<file path="src/rtl/frame_pkg.sv">
package frame_pkg;
  localparam int unsigned BYTE_W  = 8;
  localparam int unsigned CRC_W   = 16;
  localparam int unsigned CODE_W  = 3;
  localparam logic [BYTE_W-1:0] CMD_LEN  = 8'd2;
  localparam logic [CRC_W-1:0]  CRC_POLY = 16'h1021;
  localparam logic [CRC_W-1:0]  CRC_INIT = 16'hFFFF;

  typedef enum logic [CODE_W-1:0] {
    ERR_NONE    = 3'd0,
    ERR_CRC     = 3'd1,
    ERR_COMPL   = 3'd2,
    ERR_OVERRUN = 3'd3,
    ERR_TRUNC   = 3'd4,
    ERR_FORMAT  = 3'd5
  } err_e;

  function automatic logic [CRC_W-1:0] crc_step(input logic [CRC_W-1:0] c,
                                               input logic [BYTE_W-1:0] b);
    logic [CRC_W-1:0] r;
    r = c ^ {b, {(CRC_W-BYTE_W){1'b0}}};
    for (int i = 0; i < BYTE_W; i++) begin
      r = r[CRC_W-1] ? ((r << 1) ^ CRC_POLY) : (r << 1);
    end
    return r;
  endfunction
endpackage

</file>
<file path="src/rtl/frame_tx.sv">
module frame_tx
  import frame_pkg::*;
(
  input  logic              clk_i,
  input  logic              rst_ni,
  input  logic              start_i,
  input  logic [BYTE_W-2:0] addr_i,
  input  logic [BYTE_W-1:0] len_i,
  input  logic              crit_i,
  input  logic [BYTE_W-1:0] cmd_i,
  input  logic              pl_valid_i,
  input  logic [BYTE_W-1:0] pl_data_i,
  output logic              pl_ready_o,
  output logic              byte_valid_o,
  output logic [BYTE_W-1:0] byte_data_o,
  input  logic              byte_ready_i,
  input  logic              byte_nack_i,
  output logic              stop_req_o,
  output logic              abort_o,
  output logic              busy_o
);
  typedef enum logic [2:0] {T_IDLE, T_ADDR, T_CNT, T_PAY, T_CHI, T_CLO} tx_st_e;

  tx_st_e            st_q;
  logic [BYTE_W-1:0] addr_q, len_q, cmd_q, idx_q;
  logic              crit_q, stop_q, abort_q;
  logic [CRC_W-1:0]  crc_q;
  logic              hs;

  always_comb begin
    byte_valid_o = 1'b0;
    byte_data_o  = '0;
    case (st_q)
      T_ADDR: begin byte_valid_o = 1'b1; byte_data_o = addr_q; end
      T_CNT:  begin byte_valid_o = 1'b1; byte_data_o = len_q;  end
      T_PAY: begin
        if (crit_q) begin
          byte_valid_o = 1'b1;
          byte_data_o  = (idx_q == '0) ? cmd_q : ~cmd_q;
        end else begin
          byte_valid_o = pl_valid_i;
          byte_data_o  = pl_data_i;
        end
      end
      T_CHI:  begin byte_valid_o = 1'b1; byte_data_o = crc_q[CRC_W-1:BYTE_W]; end
      T_CLO:  begin byte_valid_o = 1'b1; byte_data_o = crc_q[BYTE_W-1:0];     end
      default: ;
    endcase
  end

  assign hs         = byte_valid_o && byte_ready_i;
  assign pl_ready_o = (st_q == T_PAY) && !crit_q && byte_ready_i;
  assign stop_req_o = stop_q;
  assign abort_o    = abort_q;
  assign busy_o     = (st_q != T_IDLE);

  always_ff @(posedge clk_i or negedge rst_ni) begin
    if (!rst_ni) begin
      st_q    <= T_IDLE;
      addr_q  <= '0;
      len_q   <= '0;
      cmd_q   <= '0;
      idx_q   <= '0;
      crit_q  <= 1'b0;
      crc_q   <= CRC_INIT;
      stop_q  <= 1'b0;
      abort_q <= 1'b0;
    end else begin
      stop_q  <= 1'b0;
      abort_q <= 1'b0;
      if (st_q == T_IDLE) begin
        if (start_i) begin
          addr_q <= {addr_i, crit_i};
          len_q  <= crit_i ? CMD_LEN : len_i;
          cmd_q  <= cmd_i;
          crit_q <= crit_i;
          crc_q  <= CRC_INIT;
          idx_q  <= '0;
          st_q   <= T_ADDR;
        end
      end else if (hs) begin
        if (byte_nack_i) begin
          st_q    <= T_IDLE;
          stop_q  <= 1'b1;
          abort_q <= 1'b1;
        end else begin
          if (st_q == T_ADDR || st_q == T_CNT || st_q == T_PAY)
            crc_q <= crc_step(crc_q, byte_data_o);
          case (st_q)
            T_ADDR: st_q <= T_CNT;
            T_CNT:  st_q <= (len_q == '0) ? T_CHI : T_PAY;
            T_PAY: begin
              idx_q <= idx_q + 1'b1;
              if (idx_q == len_q - 1'b1) st_q <= T_CHI;
            end
            T_CHI:  st_q <= T_CLO;
            T_CLO: begin
              st_q   <= T_IDLE;
              stop_q <= 1'b1;
            end
            default: st_q <= T_IDLE;
          endcase
        end
      end
    end
  end

  p_nack_stops_r4: assert property (@(posedge clk_i) disable iff (!rst_ni)
    (byte_valid_o && byte_ready_i && byte_nack_i) |=> (stop_req_o && abort_o && !busy_o));

  p_stop_pulse_r4: assert property (@(posedge clk_i) disable iff (!rst_ni)
    stop_req_o |=> !stop_req_o);

  p_hold_byte_r1: assert property (@(posedge clk_i) disable iff (!rst_ni)
    (byte_valid_o && !byte_ready_i && st_q != T_PAY) |=> (byte_valid_o && $stable(byte_data_o)));
endmodule

</file>
<file path="src/rtl/frame_rx.sv">
module frame_rx
  import frame_pkg::*;
(
  input  logic              clk_i,
  input  logic              rst_ni,
  input  logic              rx_valid_i,
  input  logic [BYTE_W-1:0] rx_data_i,
  input  logic              rx_stop_i,
  output logic              rx_ready_o,
  output logic              st_valid_o,
  output logic [CODE_W-1:0] st_code_o,
  output logic [BYTE_W-1:0] st_addr_o,
  output logic              cmd_valid_o,
  output logic [BYTE_W-1:0] cmd_o,
  output logic              wr_en_o,
  output logic [BYTE_W-1:0] wr_idx_o,
  output logic [BYTE_W-1:0] wr_data_o,
  output logic [BYTE_W-1:0] rd_idx_o,
  output logic              out_valid_o,
  output logic              out_last_o,
  input  logic              out_ready_i
);
  typedef enum logic [2:0] {R_ADDR, R_CNT, R_PAY, R_CHI, R_CLO, R_TAIL, R_DRAIN} rx_st_e;

  rx_st_e            st_q;
  logic [BYTE_W-1:0] addr_q, cnt_q, idx_q, b0_q, hi_q, lo_q;
  logic [CRC_W-1:0]  crc_q;
  logic              comp_ok_q, over_q, st_valid_q, cmd_valid_q;
  err_e              code_q, verdict;
  logic              crit, fmt_bad, crc_ok, take;

  assign rx_ready_o = (st_q != R_DRAIN) && !rx_stop_i;
  assign take       = rx_valid_i && rx_ready_o;
  assign crit       = addr_q[0];
  assign fmt_bad    = (cnt_q == '0) || (crit && cnt_q != CMD_LEN);
  assign crc_ok     = ({hi_q, lo_q} == crc_q);

  always_comb begin
    if (st_q != R_TAIL)           verdict = ERR_TRUNC;
    else if (over_q)              verdict = ERR_OVERRUN;
    else if (fmt_bad)             verdict = ERR_FORMAT;
    else if (!crc_ok)             verdict = ERR_CRC;
    else if (crit && !comp_ok_q)  verdict = ERR_COMPL;
    else                          verdict = ERR_NONE;
  end

  assign wr_en_o     = take && (st_q == R_PAY);
  assign wr_idx_o    = idx_q;
  assign wr_data_o   = rx_data_i;
  assign rd_idx_o    = idx_q;
  assign out_valid_o = (st_q == R_DRAIN);
  assign out_last_o  = (idx_q == cnt_q - 1'b1);
  assign st_valid_o  = st_valid_q;
  assign st_code_o   = code_q;
  assign st_addr_o   = addr_q;
  assign cmd_valid_o = cmd_valid_q;
  assign cmd_o       = b0_q;

  always_ff @(posedge clk_i or negedge rst_ni) begin
    if (!rst_ni) begin
      st_q        <= R_ADDR;
      addr_q      <= '0;
      cnt_q       <= '0;
      idx_q       <= '0;
      b0_q        <= '0;
      hi_q        <= '0;
      lo_q        <= '0;
      crc_q       <= CRC_INIT;
      comp_ok_q   <= 1'b0;
      over_q      <= 1'b0;
      st_valid_q  <= 1'b0;
      cmd_valid_q <= 1'b0;
      code_q      <= ERR_NONE;
    end else begin
      st_valid_q  <= 1'b0;
      cmd_valid_q <= 1'b0;
      if (st_q == R_DRAIN) begin
        if (out_ready_i) begin
          idx_q <= idx_q + 1'b1;
          if (out_last_o) st_q <= R_ADDR;
        end
      end else if (rx_stop_i) begin
        if (st_q != R_ADDR) begin
          st_valid_q <= 1'b1;
          code_q     <= verdict;
          over_q     <= 1'b0;
          idx_q      <= '0;
          if (verdict == ERR_NONE && !crit) begin
            st_q <= R_DRAIN;
          end else begin
            st_q        <= R_ADDR;
            cmd_valid_q <= (verdict == ERR_NONE);
          end
        end
      end else if (take) begin
        case (st_q)
          R_ADDR: begin
            addr_q <= rx_data_i;
            crc_q  <= crc_step(CRC_INIT, rx_data_i);
            st_q   <= R_CNT;
          end
          R_CNT: begin
            cnt_q     <= rx_data_i;
            crc_q     <= crc_step(crc_q, rx_data_i);
            idx_q     <= '0;
            comp_ok_q <= 1'b0;
            st_q      <= (rx_data_i == '0) ? R_CHI : R_PAY;
          end
          R_PAY: begin
            crc_q <= crc_step(crc_q, rx_data_i);
            idx_q <= idx_q + 1'b1;
            if (idx_q == '0) b0_q <= rx_data_i;
            if (idx_q == 8'd1) comp_ok_q <= (rx_data_i == ~b0_q);
            if (idx_q == cnt_q - 1'b1) st_q <= R_CHI;
          end
          R_CHI:  begin hi_q <= rx_data_i; st_q <= R_CLO; end
          R_CLO:  begin lo_q <= rx_data_i; st_q <= R_TAIL; end
          R_TAIL: over_q <= 1'b1;
          default: ;
        endcase
      end
    end
  end

  p_cmd_needs_good_r9: assert property (@(posedge clk_i) disable iff (!rst_ni)
    cmd_valid_o |-> (st_valid_o && st_code_o == ERR_NONE));

  p_drain_after_good_r8: assert property (@(posedge clk_i) disable iff (!rst_ni)
    $rose(out_valid_o) |-> (st_valid_o && st_code_o == ERR_NONE));

  p_stall_in_drain_r8: assert property (@(posedge clk_i) disable iff (!rst_ni)
    out_valid_o |-> !rx_ready_o);

  p_single_verdict_r10: assert property (@(posedge clk_i) disable iff (!rst_ni)
    st_valid_o |=> !st_valid_o);
endmodule

</file>
<file path="src/rtl/frame_buf.sv">
module frame_buf #(
  parameter int unsigned W     = 8,
  parameter int unsigned DEPTH = 256,
  localparam int unsigned AW   = $clog2(DEPTH)
) (
  input  logic          clk_i,
  input  logic          wr_en_i,
  input  logic [AW-1:0] wr_idx_i,
  input  logic [W-1:0]  wr_data_i,
  input  logic [AW-1:0] rd_idx_i,
  output logic [W-1:0]  rd_data_o
);
  logic [W-1:0] mem [DEPTH];

  always_ff @(posedge clk_i) begin
    if (wr_en_i) mem[wr_idx_i] <= wr_data_i;
  end

  assign rd_data_o = mem[rd_idx_i];
endmodule

</file>
<file path="src/rtl/guarded_frame_codec.sv">
module guarded_frame_codec
  import frame_pkg::*;
(
  input  logic              clk_i,
  input  logic              rst_ni,
  input  logic              tx_start_i,
  input  logic [BYTE_W-2:0] tx_addr_i,
  input  logic [BYTE_W-1:0] tx_len_i,
  input  logic              tx_crit_i,
  input  logic [BYTE_W-1:0] tx_cmd_i,
  input  logic              pl_valid_i,
  input  logic [BYTE_W-1:0] pl_data_i,
  output logic              pl_ready_o,
  output logic              byte_valid_o,
  output logic [BYTE_W-1:0] byte_data_o,
  input  logic              byte_ready_i,
  input  logic              byte_nack_i,
  output logic              stop_req_o,
  output logic              tx_abort_o,
  output logic              tx_busy_o,
  input  logic              rx_valid_i,
  input  logic [BYTE_W-1:0] rx_data_i,
  input  logic              rx_stop_i,
  output logic              rx_ready_o,
  output logic              st_valid_o,
  output logic [CODE_W-1:0] st_code_o,
  output logic [BYTE_W-1:0] st_addr_o,
  output logic              cmd_valid_o,
  output logic [BYTE_W-1:0] cmd_o,
  output logic              pl_out_valid_o,
  output logic [BYTE_W-1:0] pl_out_data_o,
  output logic              pl_out_last_o,
  input  logic              pl_out_ready_i
);
  localparam int unsigned BUF_DEPTH = 1 << BYTE_W;

  logic              wr_en;
  logic [BYTE_W-1:0] wr_idx, wr_data, rd_idx;

  frame_tx u_tx (
    .clk_i        (clk_i),
    .rst_ni       (rst_ni),
    .start_i      (tx_start_i),
    .addr_i       (tx_addr_i),
    .len_i        (tx_len_i),
    .crit_i       (tx_crit_i),
    .cmd_i        (tx_cmd_i),
    .pl_valid_i   (pl_valid_i),
    .pl_data_i    (pl_data_i),
    .pl_ready_o   (pl_ready_o),
    .byte_valid_o (byte_valid_o),
    .byte_data_o  (byte_data_o),
    .byte_ready_i (byte_ready_i),
    .byte_nack_i  (byte_nack_i),
    .stop_req_o   (stop_req_o),
    .abort_o      (tx_abort_o),
    .busy_o       (tx_busy_o)
  );

  frame_rx u_rx (
    .clk_i       (clk_i),
    .rst_ni      (rst_ni),
    .rx_valid_i  (rx_valid_i),
    .rx_data_i   (rx_data_i),
    .rx_stop_i   (rx_stop_i),
    .rx_ready_o  (rx_ready_o),
    .st_valid_o  (st_valid_o),
    .st_code_o   (st_code_o),
    .st_addr_o   (st_addr_o),
    .cmd_valid_o (cmd_valid_o),
    .cmd_o       (cmd_o),
    .wr_en_o     (wr_en),
    .wr_idx_o    (wr_idx),
    .wr_data_o   (wr_data),
    .rd_idx_o    (rd_idx),
    .out_valid_o (pl_out_valid_o),
    .out_last_o  (pl_out_last_o),
    .out_ready_i (pl_out_ready_i)
  );

  frame_buf #(.W(BYTE_W), .DEPTH(BUF_DEPTH)) u_buf (
    .clk_i     (clk_i),
    .wr_en_i   (wr_en),
    .wr_idx_i  (wr_idx),
    .wr_data_i (wr_data),
    .rd_idx_i  (rd_idx),
    .rd_data_o (pl_out_data_o)
  );
endmodule

</file>
<file path="config.mk">
export PLATFORM = sky130hd
export DESIGN_NAME = guarded_frame_codec
export DESIGN_NICKNAME = d
export VERILOG_FILES = /design/src/rtl/frame_pkg.sv /design/src/rtl/frame_tx.sv /design/src/rtl/frame_rx.sv /design/src/rtl/frame_buf.sv /design/src/rtl/guarded_frame_codec.sv
export SDC_FILE = /design/constraint.sdc
export NUM_CORES = 2
export LEC_CHECK = 0
export BUFFER_PORTS_ARGS = -buffer_cell sky130_fd_sc_hd__buf_2
export CORE_MARGIN = 2
export CORE_UTILIZATION = 37
export DETAILED_ROUTE_END_ITERATION = 10
export SYNTH_ARGS = -nofsm -noshare
export SYNTH_HDL_FRONTEND = slang
export SYNTH_HIERARCHICAL = 1
export SYNTH_SLANG_ARGS = --single-unit
</file>
<file path="constraint.sdc">
create_clock -name clk_i -period 3.2 [get_ports clk_i]
set_input_delay 0.48 -clock clk_i [delete_from_list [all_inputs] [get_ports clk_i]]
set_output_delay 0.48 -clock clk_i [all_outputs]
set_load 0.03 [all_outputs]
</file>
==> out/results.ini <==
[pwr]
vdd_ir_drop_max_v = 0.000815
total_power_mw = 72.6
leakage_nw = 34.0
power_density_mw_per_mm2 = 688

[sta]
finalMaxSlewViolations = 0
max-slew-margin-rel = 0.245
finalSetupViolCount = 8
hold_viol = 0
rsz0062_at_grt = yes
min_period_ns = 4.32
finalCritPeriodShare = 1.35
finalWorstSetupSlack_ns = -1.12
max_freq_mhz = 232
fin_tns_setup_ns = -8.20
max_slew.worst_pin.slew_ns = 1.13
fin_skew_ns = 0.0543

[clock_tree]
clockBufferDepth = 3
h-tree-depth = 4
cts_tree = yes
clkLatencyLatePin_ns = 0.89
cts_made_buffers = 214
clk_pin_slew_ns = 0.06
cts_sinks = 2175
root_buffer = clkbuf_16

[setup_path]
cp.required_ns = 2.72
cp_max_fo = 7
max_stage_delay_ns = 0.56
critical_path.startpoint_type = flip-flop
reg2regPathDepth = 8
slowest_stage = nor4_4
crit_type = reg2out
worstPathArrival_ns = 3.84
path_cells = buf_12, buf_8, buf_12, buf_8, mux4_2, a22oi_2, a21oi_2, nor4_4, buf_4, nor4_4, buf_6
cp-end-kind = output port

[layout]
layout-drive-gt1-share = 0.336
layout_commonest_cell = edfxtp_1
fin_nets = 5457
finalInstanceArea_mm2 = 0.106
largest_registers = u_buf/mem: 2048 flops, u_rx/crc_q: 16 flops, u_tx/crc_q: 16 flops
regMostFlops = u_buf/mem
largest_reg_flops = 2048
stdcell_count = 8731
final_cell_mix = edfxtp_1 (2,048), buf_4 (661), mux4_2 (455)
syn_to_final_growth_pct = 21.0

[status]
status = complete, but fails checks
violations = setup timing

[logic_synthesis]
synthArstFlopShare = 0.0584
ys.flop_type = edfxtp_1
synthDistinctLibCells = 93
synth_top_cell_by_area = edfxtp_1
synth_edf_count = 2048
syn_area_per_cell_um2 = 19.1
synth_cells = 4578
synth_seq_area_share = 0.741
synth_area_mm2 = 0.0873
ys_warn_count = 6
synth_nets = 4637
synth_area_leaders = edfxtp_1 (70%), mux4_2 (12%), dfrtp_1 (2.7%)
ys_ff_latch = 2175
yosys.area.top_type_share = 0.705

[run]
max_cap_viol_count = 0

[floorplanning]
start_util = 0.372
die_w_um = 490
die_h_um = 490
io-pin-count = 94
core_area_mm2 = 0.235
fp-row-count = 178
die_area_mm2 = 0.240

[placement]
detailed_place.area_mm2 = 0.0963
routabilityCongestion = 0.875
placedCellCount = 8226
portBuffers = 93
hpwl_um = 144000

[hold_path]
whs_path_depth = 1
holdCritPathClass = in2reg

[global_routing]
gr-total-overflow = 0
grt_pass1_wl_um = 329000
grt_max_degree = 209
grt_pass1_vias = 47500
antenna_found_initial = 4
track_usage = 0.187

[routing]
viasPerCell = 5.43
route.detailed.drc = 0
wl_um = 226000
vias = 47400
first_pass_iters = 6
routedWlPerCell_um = 25.9
postRouteAntennaNets = 0
initialDrtViolationCount = 4960

-- layout make-up --
type,count,area (um^2)
Antenna cell,4,10.0
Clock buffer,273,5720
Clock inverter,122,1110
Fill cell,19900,129000
Inverter,24,90.1
Multi-Input combinational cell,2078,21700
Sequential cell,2175,64700
Tap cell,3150,3940
Timing Repair Buffer,905,8230
-- power breakdown --
group | total (mW) | internal (mW) | leakage (nW) | switching, mW
Clock | 24.3 | 13.5 | 3.31 | 10.8
Combinational | 15.5 | 7.40 | 10.8 | 8.07
Sequential | 32.8 | 32.0 | 19.9 | 0.830
Total | 72.6 | 52.9 | 34.0 | 19.7
-- per-stage QoR --
stage               hold WS [ns]  utilization  setup WS, ns
detailed placement         0.466        0.410         -1.17
finish                    0.0474        0.449         -1.12
global route              0.0344        0.449         -1.15
global placement           0.466        0.410         -1.16
CTS                      0.00228        0.446         -1.17
floorplan                  0.184            -         0.114
-- worst paths after layout --
kind / start / slack (ns) / end
max: u_rx/rd_idx_o[0]$_DFFE_PN0P_ / -1.12 / pl_out_data_o[5]
min: rx_data_i[1] / 0.05 / u_buf/mem[25][1]$_DFFE_PP_
max reg2reg: u_rx/rd_idx_o[1]$_DFFE_PN0P_ / 0.12 / u_buf/mem[128][4]$_DFFE_PP_
min reg2reg: u_tx/addr_q[5]$_DFFE_PN0P_ / 0.48 / u_tx/addr_q[5]$_DFFE_PN0P_
max in group asynchronous: rst_ni / 2.10 / u_rx/crc_q[11]$_DFFE_PN1P_
min in group asynchronous: rst_ni / 0.24 / u_rx/cmd_valid_o$_DFF_PN0_
-- critical path, delay by kind of cell, from the launching register on --
family | cells | cell delay [ns]
buffers and inverters | 6 | 0.94
and+or+nand+nor | 2 | 0.62
DFF | 1 | 0.51
muxes | 1 | 0.46
AOI/OAI and AO/OA | 2 | 0.42
-- per-layer routing --
| layer | up-vias | share of wire | GRT usage |
|---|---|---|---|
| li1 | 20300 | - | - |
| met1 | 25000 | 0.42 | 0.265 |
| met2 | 1877 | 0.48 | 0.298 |
| met3 | 310 | 0.075 | 0.0329 |
| met4 | 0 | 0.025 | 0.0523 |
| met5 | - | 0 | 0 |
-- cells in the mapped netlist (43+ instances only) --
| library cell | number |
|---|---|
| nand2_1 | 122 |
| xor2_1 | 43 |
| mux2i_1 | 143 |
| buf_2 | 50 |
| mux4_2 | 454 |
| a21oi_1 | 146 |
| dfrtp_1 | 95 |
| nand3_1 | 57 |
| edfxtp_1 | 2048 |
| o221ai_1 | 47 |
| a22oi_1 | 137 |
| xnor2_1 | 72 |
| nor2_1 | 357 |
| clkbuf_1 | 138 |
| o21ai_0 | 48 |
| buf_4 | 43 |
-- cells by family after synthesis --
group,count (synthesis),share of synthesized area
xor+xnor,116,0.0118
simple gates,760,0.0407
buf+inv,325,0.0217
compound gates,551,0.0434
mux,641,0.140
flops,2175,0.741
fa+ha+maj,10,0.00143
-- repair_timing --
action                                 4_1_cts  5_1_grt
setup endpoints to repair                   17       15
endpoints found under the hold margin       80        0
hold buffers                                37        0
gates resized for setup                    213       88
gates cloned                                 7        0
pin swaps                                   45       41
buffers inserted                            33       37
(Power assumes the default switching activity.)
